==> src/rtl/dch_byte_port.sv <==
module dch_byte_port #(
  parameter int W = 8
) (
  input  logic         clk,
  input  logic         rst_n,
  input  logic         port_en,
  input  logic         wr_en,
  input  logic [W-1:0] wr_data,
  input  logic         rd_en,
  output logic [W-1:0] rd_data,
  input  logic         pin_dch,
  input  logic         line_rx_bit,
  input  logic         bit_strobe,
  input  logic         sf_sync,
  input  logic         act_irq,
  input  logic [3:0]   act_code,
  output logic         line_tx_bit,
  output logic         irq,
  output logic [3:0]   irq_src
);
  localparam int CW = $clog2(W + 1);
  localparam logic [CW-1:0] FULL = CW'(W);

  logic [W-1:0]  tx_hold, tx_shift, rx_shift, rx_hold;
  logic [CW-1:0] rx_cnt;
  logic          dch_pend;
  logic          rx_xfer;

  assign rx_xfer     = port_en && sf_sync && (rx_cnt == FULL);
  assign rd_data     = rx_hold;
  assign line_tx_bit = port_en ? tx_shift[W-1] : pin_dch;
  assign irq         = dch_pend | act_irq;
  assign irq_src     = dch_pend ? 4'b1111 : (act_irq ? act_code : 4'b0000);

  always_ff @(posedge clk) begin
    if (!rst_n) begin
      tx_hold  <= '0;
      tx_shift <= '0;
    end else begin
      if (port_en && wr_en) tx_hold <= wr_data;
      if (port_en && sf_sync) tx_shift <= tx_hold;
      else if (port_en && bit_strobe) tx_shift <= {tx_shift[W-2:0], 1'b0};
    end
  end

  always_ff @(posedge clk) begin
    if (!rst_n) begin
      rx_shift <= '0;
      rx_cnt   <= '0;
      rx_hold  <= '0;
    end else begin
      if (rx_xfer) rx_hold <= rx_shift;
      if (!port_en) begin
        rx_cnt <= '0;
      end else begin
        if (sf_sync) rx_cnt <= bit_strobe ? CW'(1) : '0;
        else if (bit_strobe && rx_cnt != FULL) rx_cnt <= rx_cnt + CW'(1);
        if (bit_strobe) rx_shift <= {rx_shift[W-2:0], line_rx_bit};
      end
    end
  end

  always_ff @(posedge clk) begin
    if (!rst_n) dch_pend <= 1'b0;
    else if (rx_xfer) dch_pend <= 1'b1;
    else if (port_en && rd_en) dch_pend <= 1'b0;
  end

  p_hold_write_r1: assert property (@(posedge clk) disable iff (!rst_n)
    port_en && wr_en |=> tx_hold == $past(wr_data));

  p_sync_load_r4: assert property (@(posedge clk) disable iff (!rst_n)
    port_en && sf_sync |=> tx_shift == $past(tx_hold));

  p_msb_first_r5: assert property (@(posedge clk) disable iff (!rst_n)
    port_en && bit_strobe && !sf_sync |=> tx_shift[W-1] == $past(tx_shift[W-2]));

  p_rx_on_sync_r3: assert property (@(posedge clk) disable iff (!rst_n)
    !$stable(rx_hold) |-> $past(port_en && sf_sync));

  p_code_on_byte_r6: assert property (@(posedge clk) disable iff (!rst_n)
    rx_xfer |=> irq && irq_src == 4'b1111);

  p_read_clear_r7: assert property (@(posedge clk) disable iff (!rst_n)
    port_en && rd_en && !rx_xfer |=> !dch_pend);

  p_disable_flush_r8: assert property (@(posedge clk) disable iff (!rst_n)
    !port_en |=> rx_cnt == '0);
endmodule

==> config.mk <==
export PLATFORM = sky130hd
export DESIGN_NAME = dch_byte_port
export DESIGN_NICKNAME = d
export VERILOG_FILES = /design/src/rtl/dch_byte_port.sv
export SDC_FILE = /design/constraint.sdc
export NUM_CORES = 1
export LEC_CHECK = 0
export ABC_AREA = 1
export CORE_ASPECT_RATIO = 1.25
export CORE_MARGIN = 2
export CORE_UTILIZATION = 52
export DETAILED_ROUTE_END_ITERATION = 8
export PLACE_DENSITY = 0.83
export SYNTH_ARGS = -nofsm -noshare
export SYNTH_HDL_FRONTEND = slang
export SYNTH_SLANG_ARGS = --single-unit
==> constraint.sdc <==
create_clock -name clk -period 3.3 [get_ports clk]
set_clock_uncertainty 0.1 [all_clocks]
set_input_delay 0.33 -clock clk [delete_from_list [all_inputs] [get_ports clk]]
set_output_delay 0.33 -clock clk [all_outputs]
set_load 0.01 [all_outputs]
==> out/results.ini, run 1 <==
[die]
row_count = 21
dieWidth_um = 51.7
die_h_um = 63.6
initial_core_util_pct = 55.1
design.core.area_mm2 = 0.00268
dieArea_mm2 = 0.00328
pin_count = 36

[setup_path]
worst_r2r_path_depth = 8
crit_arrival_ns = 1.77
crit_path_top_delay_cell = clkdlybuf4s50_1
timing.rr.start = rx_cnt[0]
crit_chain = clkdlybuf4s50_1 > mux2_2 > clkdlybuf4s50_1
cpMostUsedCell = clkdlybuf4s50_1
reg2reg_to = rd_data[3]
crit_fanout = 6
worst_setup_path_end_kind = primary output
cpPeakStageDelay_ns = 0.60
regToRegSetupSlack_ns = 1.77
endpoint = line_tx_bit
worstSetupPathType = in2out
critical_path.startpoint_type = input pin
cp_data_required_time_ns = 2.87
crit_path_start = port_en

[pwr]
p_int_uw = 592
swShare_pct = 25.4
pwr-share-clk_pct = 27.1
p_leak_uw = 0.000785
peakVddDrop_v = 0.000356
power_frac_seq_pct = 60.1
powerDensity_mw_per_mm2 = 416
total_power_uw = 793
comb_power_share_pct = 12.8
p_switching_uw = 201

[timing]
hold-worst-slack_ns = 0.366
max_freq_ghz = 0.455
max_slew_margin_pct = 78.2
rsz0062_at_grt = no
tightest_slew_ns = 0.326
period_minus_slack_ns = 2.20
finalCritPeriodShare_pct = 66.6
setup_slack_ns = 1.10
finalSetupViolations = 0
finalMaxSlewViolations = 0
hold_viol = 0
tns_ns = 0

[synth]
synth.avg_cell_area_um2 = 7.27
syn_nets = 227
yosysWarnings = 0
ys_seq_area_share_pct = 50.2
synthCells = 203
synth.distinct_cells = 18
yosys_register_bits = 37
syn-cell-area_mm2 = 0.00148

[route]
wl_met2_mm = 1.43
drc = 0
wirelength_met1_mm = 1.32
top_layer_used = met4
avgRoutedWirePerCell_um = 11.0
dr_wl_met3_um = 213
via_per_inst = 5.02
dr.first_iter.drc_count = 28
vias = 1381
final_antenna_net_count = 0
routed_wl_mm = 3.03
first_pass_iters = 4

[hold_path]
hold_depth = 2
hold_class = reg2reg

[cells_and_area]
antenna_cells = 0
final_cells = 275
layout_common_cells = nor2_1 (59), dfxtp_1 (37), clkdlybuf4s50_1 (35), o21ai_0 (32), nand2_1 (26)
final_net_count = 266
layout.cells.most_common = nor2_1
num-fill-cells = 245
area_growth_pct = 29.0
drive_above_1_share_pct = 5.81

[place]
detailedPlace.worstSlack_ns = 1.10
place_hpwl_mm = 2.13
portBuffers = 35
place_congestion = 0.775
dp.cells = 269

[clocking]
tritoncts = done
h-tree-depth = 2
clk_latency_ns = 0.35
postCtsHoldBufs = 0
clock_path_buffers = 2
root_buffer = clkbuf_4
cts.sinks = 37
cts_made_buffers = 5
post_cts_buffers = 0
clk_pin_slew_ns = 0.11
post_cts_resized = 0

[global_routing]
grt_first_pass_wirelength_mm = 5.10
grt_pass1_vias = 1243
grt_start_max_net_pins = 33
grt_overflow_total = 0
grt_usage_pct = 20.8
antenna_found_initial = 0

[status]
status = finished clean

[flow_run]
maxCapViolations = 0

cell families (layout without fill, tap and decap cells):
family | count (synthesis) | in the layout | share of synthesized area [%]
AOI/OAI and AO/OA | 38 | 38 | 12.9
adders and majority gates | 2 | 2 | 1.69
buffers and inverters | 19 | 57 | 4.91
DFF | 37 | 37 | 50.2
muxes | 1 | 1 | 0.763
and+or+nand+nor | 106 | 106 | 29.6
worst min path at each step:
stage	from	end	slack, ns
6_report	tx_hold[1]	tx_hold[1]	0.37
5_1_grt	tx_hold[0]	tx_shift[0]	0.38
4_1_cts	tx_hold[0]	tx_shift[0]	0.37
3_5_place_dp	tx_hold[1]	tx_hold[1]	0.35
3_3_place_gp	tx_shift[0]	tx_shift[0]	0.35
2_1_floorplan	tx_hold[1]	tx_hold[1]	0.32
synthesized netlist by cell type, drive strengths merged:
cell	count	area [um^2]
a21oi	6	30.0
clkinv	1	5.00
buf	1	3.75
nor3	12	60.1
nor2	59	221
or2	1	6.26
ha	2	25.0
mux2	1	11.3
nand3	3	15.0
nand4	2	12.5
clkbuf	3	11.3
o21ai	32	160
dfxtp	37	741
inv	14	52.6
nand2	29	121
power by group through the flow:
stage	Clock (uW)	Sequential (uW)	Combinational, uW
after floorplan	0	484	55.3
after detailed placement	0	487	102
after global placement	0	486	99.3
after CTS	217	477	102
final	215	477	102
after global routing	236	480	114
worst max-delay path, delay by kind of cell:
kind	cells	cell delay, ns
buffers and inverters	2	1.07
multiplexers	1	0.36
routing by layer:
metal	GRT usage, %	up-vias
met5	0	-
met4	9.87	0
met3	7.82	11
met2	34.6	38
met1	22.8	602
li1	-	730
registers in the layout, summed over array words and instances (netlist names):
name,flops
tx_hold,8
tx_shift,8
rx_shift,8
rd_data,8
dch_pend,1
rx_cnt,4
layout make-up:
class / count / area, um^2 / share of cell area (%)
well taps: 34 / 42.5 / 2.23
clock inverters: 1 / 5.00 / 0.263
inverters: 15 / 57.6 / 3.02
clock buffers: 5 / 37.5 / 1.97
flip-flops and latches: 37 / 741 / 38.9
multi-input cells: 147 / 663 / 34.8
repair buffers: 36 / 358 / 18.8
metrics by stage:
stage	instance area, um^2	utilization [%]
final	1900	71.1
after global routing	1900	71.1
after CTS	1900	71.1
after detailed placement	1860	69.5
after global placement	1860	69.5
after floorplan	1480	-
(Power assumes the default switching activity.)
==> inputs of run 2 (changes only) <==
Settings changed: CORE_UTILIZATION 52 to 48, PLACE_DENSITY 0.83 to 0.78.
Clock period 3.3 ns to 2.1 ns, I/O delays scaled along.
==> run 2 against run 1 <==
Against the previous run: critical path depth unchanged; largest cell class unchanged; final cell count up 1.1%; combinational power up 57%; via count unchanged; non-clock buffer count up 1.
==> out/results.ini, run 2 (synthesis gave the netlist of run 1 again) <==
[status]
status = finished clean  ; unchanged

[clocking]
post_cts_resized = 0  ; unchanged
cts.sinks = 37  ; unchanged
postCtsHoldBufs = 0  ; unchanged
post_cts_buffers = 0  ; unchanged
clk_latency_ns = 0.33  ; was 0.35 ns
root_buffer = clkbuf_4  ; unchanged
clock_path_buffers = 2  ; unchanged
h-tree-depth = 2  ; unchanged
cts_made_buffers = 5  ; unchanged
tritoncts = done  ; unchanged
clk_pin_slew_ns = 0.10  ; was 0.11 ns

[global_routing]
antenna_found_initial = 0  ; unchanged
grt_overflow_total = 0  ; unchanged
grt_pass1_vias = 1127  ; was 1,243
grt_start_max_net_pins = 32  ; was 33
grt_usage_pct = 18.6  ; was 20.8%
grt_first_pass_wirelength_mm = 4.75  ; was 5.10 mm

[setup_path]
worstSetupPathType = in2out  ; unchanged
critical_path.startpoint_type = input pin  ; unchanged
worst_setup_path_end_kind = primary output  ; unchanged
crit_arrival_ns = 1.50  ; was 1.77 ns
regToRegSetupSlack_ns = 0.61  ; was 1.77 ns
cp_data_required_time_ns = 1.79  ; was 2.87 ns
crit_fanout = 2  ; was 6

[pwr]
p_switching_uw = 306  ; was 201 uW
powerDensity_mw_per_mm2 = 646  ; was 416 mW/mm^2
pwr-share-clk_pct = 26.5  ; was 27.1%
total_power_uw = 1240  ; was 793 uW
p_leak_uw = 0.000790  ; was 0.000785 uW
peakVddDrop_v = 0.000468  ; was 0.000356 V
p_int_uw = 931  ; was 592 uW
swShare_pct = 24.8  ; was 25.4%
power_frac_seq_pct = 60.5  ; was 60.1%
comb_power_share_pct = 12.9  ; was 12.8%

[die]
die_h_um = 66.0  ; was 63.6 um
pin_count = 36  ; unchanged
row_count = 22  ; was 21
initial_core_util_pct = 50.1  ; was 55.1%
dieArea_mm2 = 0.00354  ; was 0.00328 mm^2
design.core.area_mm2 = 0.00295  ; was 0.00268 mm^2
dieWidth_um = 53.6  ; was 51.7 um

[cells_and_area]
register_area_um2 = 741  ; unchanged
final_cells = 278  ; was 275
num-fill-cells = 268  ; was 245
area_growth_pct = 29.7  ; was 29.0%
layout.cells.most_common = nor2_1  ; unchanged
final_net_count = 267  ; was 266
multiInputGateArea_um2 = 663  ; unchanged
layout_common_cells = nor2_1 (59), dfxtp_1 (37), clkdlybuf4s50_1 (35), o21ai_0 (32), nand2_1 (26)  ; unchanged
drive_above_1_share_pct = 6.20  ; was 5.81%
antenna_cells = 0  ; unchanged

[route]
drc = 0  ; unchanged
routed_wl_mm = 2.82  ; was 3.03 mm
final_antenna_net_count = 0  ; unchanged
avgRoutedWirePerCell_um = 10.1  ; was 11.0 um
vias = 1381  ; unchanged
via_per_inst = 4.97  ; was 5.02
first_pass_iters = 4  ; unchanged
dr.first_iter.drc_count = 29  ; was 28

[timing]
tns_ns = 0  ; unchanged
period_minus_slack_ns = 1.81
max_freq_ghz = 0.553
finalCritPeriodShare_pct = 86.2
finalMaxSlewViolations = 0  ; unchanged
rsz0062_at_grt = no  ; unchanged
finalSetupViolations = 0  ; unchanged
tightest_slew_ns = 0.306  ; was 0.326 ns
hold_viol = 0  ; unchanged
max_slew_margin_pct = 79.6  ; was 78.2%

[hold_path]
hold_class = reg2reg  ; unchanged

[flow_run]
maxCapViolations = 0  ; unchanged

[place]
portBuffers = 35  ; unchanged
place_congestion = 0.735  ; was 0.775
dp.cells = 272  ; was 269
place_hpwl_mm = 2.03  ; was 2.13 mm

run 2: worst paths after layout:
kind                                  from           to  depth (start not counted)
worst min-delay path            tx_hold[1]   tx_hold[1]                          2
worst min register to register  tx_hold[1]   tx_hold[1]                          2
worst max register to register   rx_cnt[0]   rd_data[4]                          7
worst max-delay path               port_en  line_tx_bit                          3
run 2: power by group through the flow:
| stage | combinational, uW | clock [uW] | sequential, uW |
|---|---|---|---|
| floorplan | 86.9 | 0 | 761 |
| detailed placement | 160 | 0 | 765 |
| CTS | 161 | 341 | 749 |
| global placement | 158 | 0 | 764 |
| finish | 160 | 328 | 749 |
| global route | 183 | 370 | 753 |
run 2: layout make-up:
class                           count  area share (%)
Clock buffer                        5            1.96
Clock inverter                      1           0.261
Inverter                           15            3.01
Multi-Input combinational cell    147            34.6
Sequential cell                    37            38.7
Tap cell                           36            2.35
Timing Repair Buffer               37            19.1
run 2: stage by stage:
step	instance area [um^2]	utilization, %	worst slack, ns	hold WS [ns]
floorplan	1480	-	0.833	0.253
global placement	1870	63.6	0.296	0.341
detailed placement	1870	63.6	0.293	0.347
CTS	1910	65.0	0.287	0.362
global route	1910	65.0	0.260	0.407
finish	1910	65.0	0.290	0.360
run 2: critical path: stages:
cell	delay, ns
clkdlybuf4s50_1	0.49
mux2_2	0.33
clkdlybuf4s50_1	0.47
run 2: routing by layer:
metal,track usage [%],vias to the layer above,wire length [um]
met3,7.47,6,207
li1,-,730,-
met4,9.62,0,65
met1,21.9,599,1290
met2,28.5,46,1260
met5,0,-,0
